<file path="config.mk">
export PLATFORM = sky130hd
export DESIGN_NAME = pcstk_top
export DESIGN_NICKNAME = d
export VERILOG_FILES = /design/src/rtl/pcstk_pkg.sv /design/src/rtl/pcstk_next.sv /design/src/rtl/pcstk_stack.sv /design/src/rtl/pcstk_top.sv
export SDC_FILE = /design/constraint.sdc
export NUM_CORES = 1
export LEC_CHECK = 0
export ABC_AREA = 1
export CELL_PAD_IN_SITES_DETAIL_PLACEMENT = 1
export CELL_PAD_IN_SITES_GLOBAL_PLACEMENT = 1
export CORE_MARGIN = 4
export CORE_UTILIZATION = 50
export CTS_CLUSTER_SIZE = 24
export DETAILED_ROUTE_END_ITERATION = 10
export GPL_TIMING_DRIVEN = 0
export PLACE_DENSITY = 0.92
export SYNTH_ARGS = -nofsm -noshare
export SYNTH_HDL_FRONTEND = slang
export SYNTH_HIERARCHICAL = 1
export SYNTH_SLANG_ARGS = --single-unit
</file>
<file path="constraint.sdc">
create_clock -name clk -period 5.08 [get_ports clk]
set_input_delay 0.508 -clock clk [delete_from_list [all_inputs] [get_ports clk]]
set_output_delay 0.508 -clock clk [all_outputs]
set_load 0.01 [all_outputs]
</file>
<file path="src/rtl/pcstk_pkg.sv">
package pcstk_pkg;

    typedef enum logic [2:0] {
        OP_NEXT   = 3'd0,
        OP_GOTO   = 3'd1,
        OP_CALL   = 3'd2,
        OP_RETURN = 3'd3,
        OP_RETFIE = 3'd4
    } pc_op_e;

    typedef enum logic [1:0] {
        STK_EMPTY = 2'd0,
        STK_PART  = 2'd1,
        STK_FULL  = 2'd2
    } stk_state_e;

endpackage

</file>
<file path="src/rtl/pcstk_next.sv">
module pcstk_next #(
    parameter int PC_W   = 13,
    parameter int LIT_W  = 11,
    parameter int PAGE_W = 5,
    parameter int PG_LO  = 3,
    parameter int VECTOR = 4
) (
    input  logic [2:0]        op_i,
    input  logic [LIT_W-1:0]  lit_i,
    input  logic [PAGE_W-1:0] page_i,
    input  logic              irq_take_i,
    input  logic [PC_W-1:0]   pc_i,
    input  logic [PC_W-1:0]   top_i,
    output logic [PC_W-1:0]   pc_nxt_o,
    output logic              push_o,
    output logic              pop_o,
    output logic [PC_W-1:0]   push_data_o
);
    import pcstk_pkg::*;

    localparam int PG_BITS = PC_W - LIT_W;
    localparam int PG_HI   = PG_LO + PG_BITS - 1;

    logic [PC_W-1:0] seq_addr;
    logic [PC_W-1:0] jump_addr;
    pc_op_e          op;

    assign op          = pc_op_e'(op_i);
    assign seq_addr    = pc_i + 1'b1;
    assign jump_addr   = {page_i[PG_HI:PG_LO], lit_i};
    assign push_data_o = seq_addr;

    always_comb begin
        pc_nxt_o = seq_addr;
        push_o   = 1'b0;
        pop_o    = 1'b0;
        if (irq_take_i) begin
            pc_nxt_o = PC_W'(VECTOR);
            push_o   = 1'b1;
        end else begin
            unique case (op)
                OP_GOTO: pc_nxt_o = jump_addr;
                OP_CALL: begin
                    pc_nxt_o = jump_addr;
                    push_o   = 1'b1;
                end
                OP_RETURN, OP_RETFIE: begin
                    pc_nxt_o = top_i;
                    pop_o    = 1'b1;
                end
                default: pc_nxt_o = seq_addr;
            endcase
        end
    end

endmodule

</file>
<file path="src/rtl/pcstk_stack.sv">
module pcstk_stack #(
    parameter int WIDTH = 13,
    parameter int DEPTH = 8
) (
    input  logic             clk,
    input  logic             rst_n,
    input  logic             push_i,
    input  logic             pop_i,
    input  logic [WIDTH-1:0] push_data_i,
    output logic [WIDTH-1:0] top_o,
    output logic             ovf_o,
    output logic             unf_o
);
    import pcstk_pkg::*;

    localparam int SP_W  = $clog2(DEPTH);
    localparam int CNT_W = $clog2(DEPTH + 1);

    logic [WIDTH-1:0] mem [DEPTH];
    logic [SP_W-1:0]  sp;
    logic [SP_W-1:0]  sp_dec;
    logic [CNT_W-1:0] cnt;
    stk_state_e       state, state_nxt;

    assign sp_dec = sp - 1'b1;
    assign top_o  = mem[sp_dec];

    always_comb begin
        state_nxt = state;
        unique case (state)
            STK_EMPTY: if (push_i) state_nxt = (DEPTH == 1) ? STK_FULL : STK_PART;
            STK_PART: begin
                if (push_i && cnt == CNT_W'(DEPTH - 1)) state_nxt = STK_FULL;
                else if (pop_i && cnt == CNT_W'(1))     state_nxt = STK_EMPTY;
            end
            STK_FULL: if (pop_i) state_nxt = (DEPTH == 1) ? STK_EMPTY : STK_PART;
            default:  state_nxt = STK_EMPTY;
        endcase
    end

    always_ff @(posedge clk) begin
        if (!rst_n) state <= STK_EMPTY;
        else        state <= state_nxt;
    end

    always_ff @(posedge clk) begin
        if (!rst_n) begin
            sp    <= '0;
            cnt   <= '0;
            ovf_o <= 1'b0;
            unf_o <= 1'b0;
        end else if (push_i) begin
            sp <= sp + 1'b1;
            if (state == STK_FULL) ovf_o <= 1'b1;
            else                   cnt   <= cnt + 1'b1;
        end else if (pop_i) begin
            sp <= sp_dec;
            if (state == STK_EMPTY) unf_o <= 1'b1;
            else                    cnt   <= cnt - 1'b1;
        end
    end

    always_ff @(posedge clk) begin
        if (push_i) mem[sp] <= push_data_i;
    end

endmodule

</file>
<file path="src/rtl/pcstk_top.sv">
module pcstk_top #(
    parameter int PC_W   = 13,
    parameter int LIT_W  = 11,
    parameter int PAGE_W = 5,
    parameter int PG_LO  = 3,
    parameter int DEPTH  = 8,
    parameter int VECTOR = 4
) (
    input  logic              clk,
    input  logic              rst_n,
    input  logic [2:0]        op_i,
    input  logic [LIT_W-1:0]  lit_i,
    input  logic [PAGE_W-1:0] page_i,
    input  logic              irq_take_i,
    output logic [PC_W-1:0]   pc_o,
    output logic              stk_ovf_o,
    output logic              stk_unf_o
);
    logic [PC_W-1:0] pc_nxt;
    logic [PC_W-1:0] top_addr;
    logic [PC_W-1:0] push_data;
    logic            push;
    logic            pop;

    pcstk_next #(
        .PC_W(PC_W), .LIT_W(LIT_W), .PAGE_W(PAGE_W), .PG_LO(PG_LO), .VECTOR(VECTOR)
    ) next_i (
        .op_i(op_i), .lit_i(lit_i), .page_i(page_i), .irq_take_i(irq_take_i),
        .pc_i(pc_o), .top_i(top_addr), .pc_nxt_o(pc_nxt),
        .push_o(push), .pop_o(pop), .push_data_o(push_data)
    );

    pcstk_stack #(
        .WIDTH(PC_W), .DEPTH(DEPTH)
    ) stack_i (
        .clk(clk), .rst_n(rst_n), .push_i(push), .pop_i(pop),
        .push_data_i(push_data), .top_o(top_addr),
        .ovf_o(stk_ovf_o), .unf_o(stk_unf_o)
    );

    always_ff @(posedge clk) begin
        if (!rst_n) pc_o <= '0;
        else        pc_o <= pc_nxt;
    end

endmodule

</file>
==> metrics <==
outcome=finished with violations; failing checks=max-capacitance violations, max-slew violations; Comb pwr share=18.7%; pre-CTS setup slack=around 1.5 ns; crit path time final=approximately 3.3 ns; Internal=1970 uW; die area=between 10000 and 15000 um^2; Initial Util=51.3%; Rows=39; fmax=about 300 MHz; count of final setup violators=0; synthesized area per cell=9.89 um^2; Unique masters post-synth=34; pwr dens=408 nW/um^2; Ys Warns=6; Critical Path, Cell by Cell=clkdlybuf4s50_1, inv_1, o31ai_1, buf_4, nand2_1, nor2_1; main flop type after synthesis=edfxtp_1; Sw Share=30.0%; Sw Pwr=844 uW; largest net degree at the start of global routing=17; syn_nets=620; Setup TNS=0 ns; FF-to-FF Start=stack_i/sp[0]; Slew @ Worst Pin=about 1.5 ns; Detailed Place HPWL=around 13000 um; clock network fraction of total power=roughly 38%; htree depth=4; Synth Cell Area=just under 6000 um^2; Worst Reg-to-Reg Cells=16; Layout Cell Area excl Fill=6890 um^2; Worst setup endpoint=stack_i/mem[6][1]; clk slew on worst S/H paths=0.06 ns; worst hold slack=0.456 ns; CTS tree=built; CTS Buffer Depth=2; part of the power in registers=43.5%; final hold vios=0; Antenna Nets Post-Route=0; RSZ-0062 raised after global routing=false; Critical Path Sink Type=flop; Pwr Total=approximately 2800 uW; fill count=1260; Peak supply drop=0.223 mV; worst skew pair latency=0.41 ns; antenna violations before repair=0; DRT Pass-1 Iters=5; number of enable flip-flop cells after synthesis=about 100; flop2flop setup slack=1.94 ns; chip width=~120 um; initial drt markers=513; highest net fanout along the worst path=13; IO Pins=37; WL per Instance=around 25 um; hold buffer count at CTS=0; number of max-cap violations=1; Die Y=approximately 120 um; Critical Path Source Type=primary input; WL final=around 20000 um; Max stage delay on crit path=1.16 ns; Final period util=64.7%; n_diodes=0; Crit path required time=roughly 5.1 ns; input/output buffers=33; Resized Gates After CTS=0; number of global-route vias before repair=roughly 5400; layout cells sized above 1=between 10 and 15%; Core Area=~11000 um^2; critical path class=in -> reg; GRT Util Overall=31.2%; global-route wire length before repair=30600 um; TritonCTS Buffers=17; final slew viol count=14; clock sink count=128; CP Launch Point=op_i[1]; layout net count=672; Layout Skew=0.00703 ns; placed inst area=6360 um^2; Syn Inst Count=around 600; Crit Reg-Reg Endpoint=pc_o[6]; Final GP Congestion=0.845; min-delay worst type=reg -> reg; flops & latches, synth=~130; DR DRC count=0; Setup Fix Bufs, Post-CTS=0; total gr overflow=0; Async S/R FF share, synth=0%; Avg Vias per Cell=6.19; sequential share of the synthesized area=between 60% and 70%; CP arrival=3.29 ns; Area Overhead vs Synth=17.6%; setup ws final=roughly 1.8 ns; Max-slew headroom=-1.55%; total number of vias=4945; Clock Root Buffer=clkbuf_16; slowest cell on the critical path=nor2_1; LEAKAGE=approximately 0.0027 uW
-- stage by stage --
step                      std cells  utilization (%)
after floorplan                 592                -
after global placement          768             55.7
after detailed placement        768             55.7
after CTS                       799             60.2
after global routing            799             60.3
final                           799             60.3
-- how the worst min path moves through the flow --
stage / startpoint / cells after the start / to
3_5_place_dp: stack_i/ovf_o / 2 / stack_i/ovf_o
2_1_floorplan: stack_i/ovf_o / 2 / stack_i/ovf_o
4_1_cts: stack_i/ovf_o / 2 / stack_i/ovf_o
5_1_grt: stack_i/ovf_o / 2 / stack_i/ovf_o
3_3_place_gp: stack_i/ovf_o / 2 / stack_i/ovf_o
6_report: stack_i/ovf_o / 2 / stack_i/ovf_o
-- cell type report --
type	count	area [um^2]	share of cell area, %
repair buffers	33	330	4.80
clock inverters	12	72.6	1.05
flip-flops and latches	128	3600	52.3
inverters	52	198	2.87
well taps	143	179	2.60
plain buffers	25	171	2.49
clock buffers	19	433	6.29
multi-input cells	387	1900	27.6
-- routing by layer --
layer / track usage, % / vias to the layer above / wire length (um)
met4: 16.4 / 0 / 816
met2: 52.7 / 293 / 9990
li1: - / 2121 / -
met3: 7.36 / 74 / 1520
met5: 0 / - / 0
met1: 37.2 / 2457 / 7610
-- critical path, delay by kind of cell --
kind | cells | cell delay [ns]
AO/OA/AOI/OAI | 1 | 0.54
buffers and inverters | 3 | 0.89
AND/OR/NAND/NOR | 2 | 1.33
-- registers in the layout (all words and copies together) (netlist names) --
register and count:
stack_i/mem 104, pc_o 13, stack_i/cnt 4, stack_i/sp 3, stack_i/state 2, stack_i/ovf_o 1
stack_i/unf_o 1
-- power groups by stage --
stage	Clock, uW	Combinational, uW	Sequential, uW
2_1_floorplan	0	302	1240
3_3_place_gp	0	451	1240
3_5_place_dp	0	486	1240
4_1_cts	1070	508	1220
5_1_grt	1120	563	1230
6_report	1060	526	1220
-- cell families after synthesis --
logic type      after synthesis  share of synthesized area, %
fa+ha+maj                     6                          1.28
flops                       128                          61.5
xor+xnor                      7                          1.43
buf+inv                      77                          6.30
simple gates                268                          19.4
compound gates              106                          10.0
-- placed cells by master, fill, tap and decap left out, drive strengths merged, types with 2 or more instances in the layout --
cell and instances:
xnor2 3, buf 23, nor2 86, ha 6
a21oi 21, o21ai 55, and2 4, dfxtp 24
nand4 7, clkinvlp 3, clkbuf 21, xor2 4
o22ai 26, inv 52, nand2 137, nand3b 2
nand3 32, edfxtp 104, clkinv 9, clkdlybuf4s50 33
-- Yosys cell counts, drive strengths merged, types with 3 or more instances --
| master | number | area share (%) |
|---|---|---|
| dfxtp | 24 | 8.2 |
| buf | 23 | 2.8 |
| xor2 | 4 | 0.85 |
| a21oi | 21 | 1.9 |
| xnor2 | 3 | 0.58 |
| nand3 | 32 | 3.0 |
| ha | 6 | 1.3 |
| inv | 52 | 3.4 |
| o21ai | 55 | 4.7 |
| o22ai | 26 | 3.0 |
| and2 | 4 | 0.43 |
| nand2 | 137 | 9.0 |
| nand4 | 7 | 0.75 |
| nor2 | 86 | 6.0 |
| edfxtp | 104 | 53 |
Power figures use the tool's default switching activity.
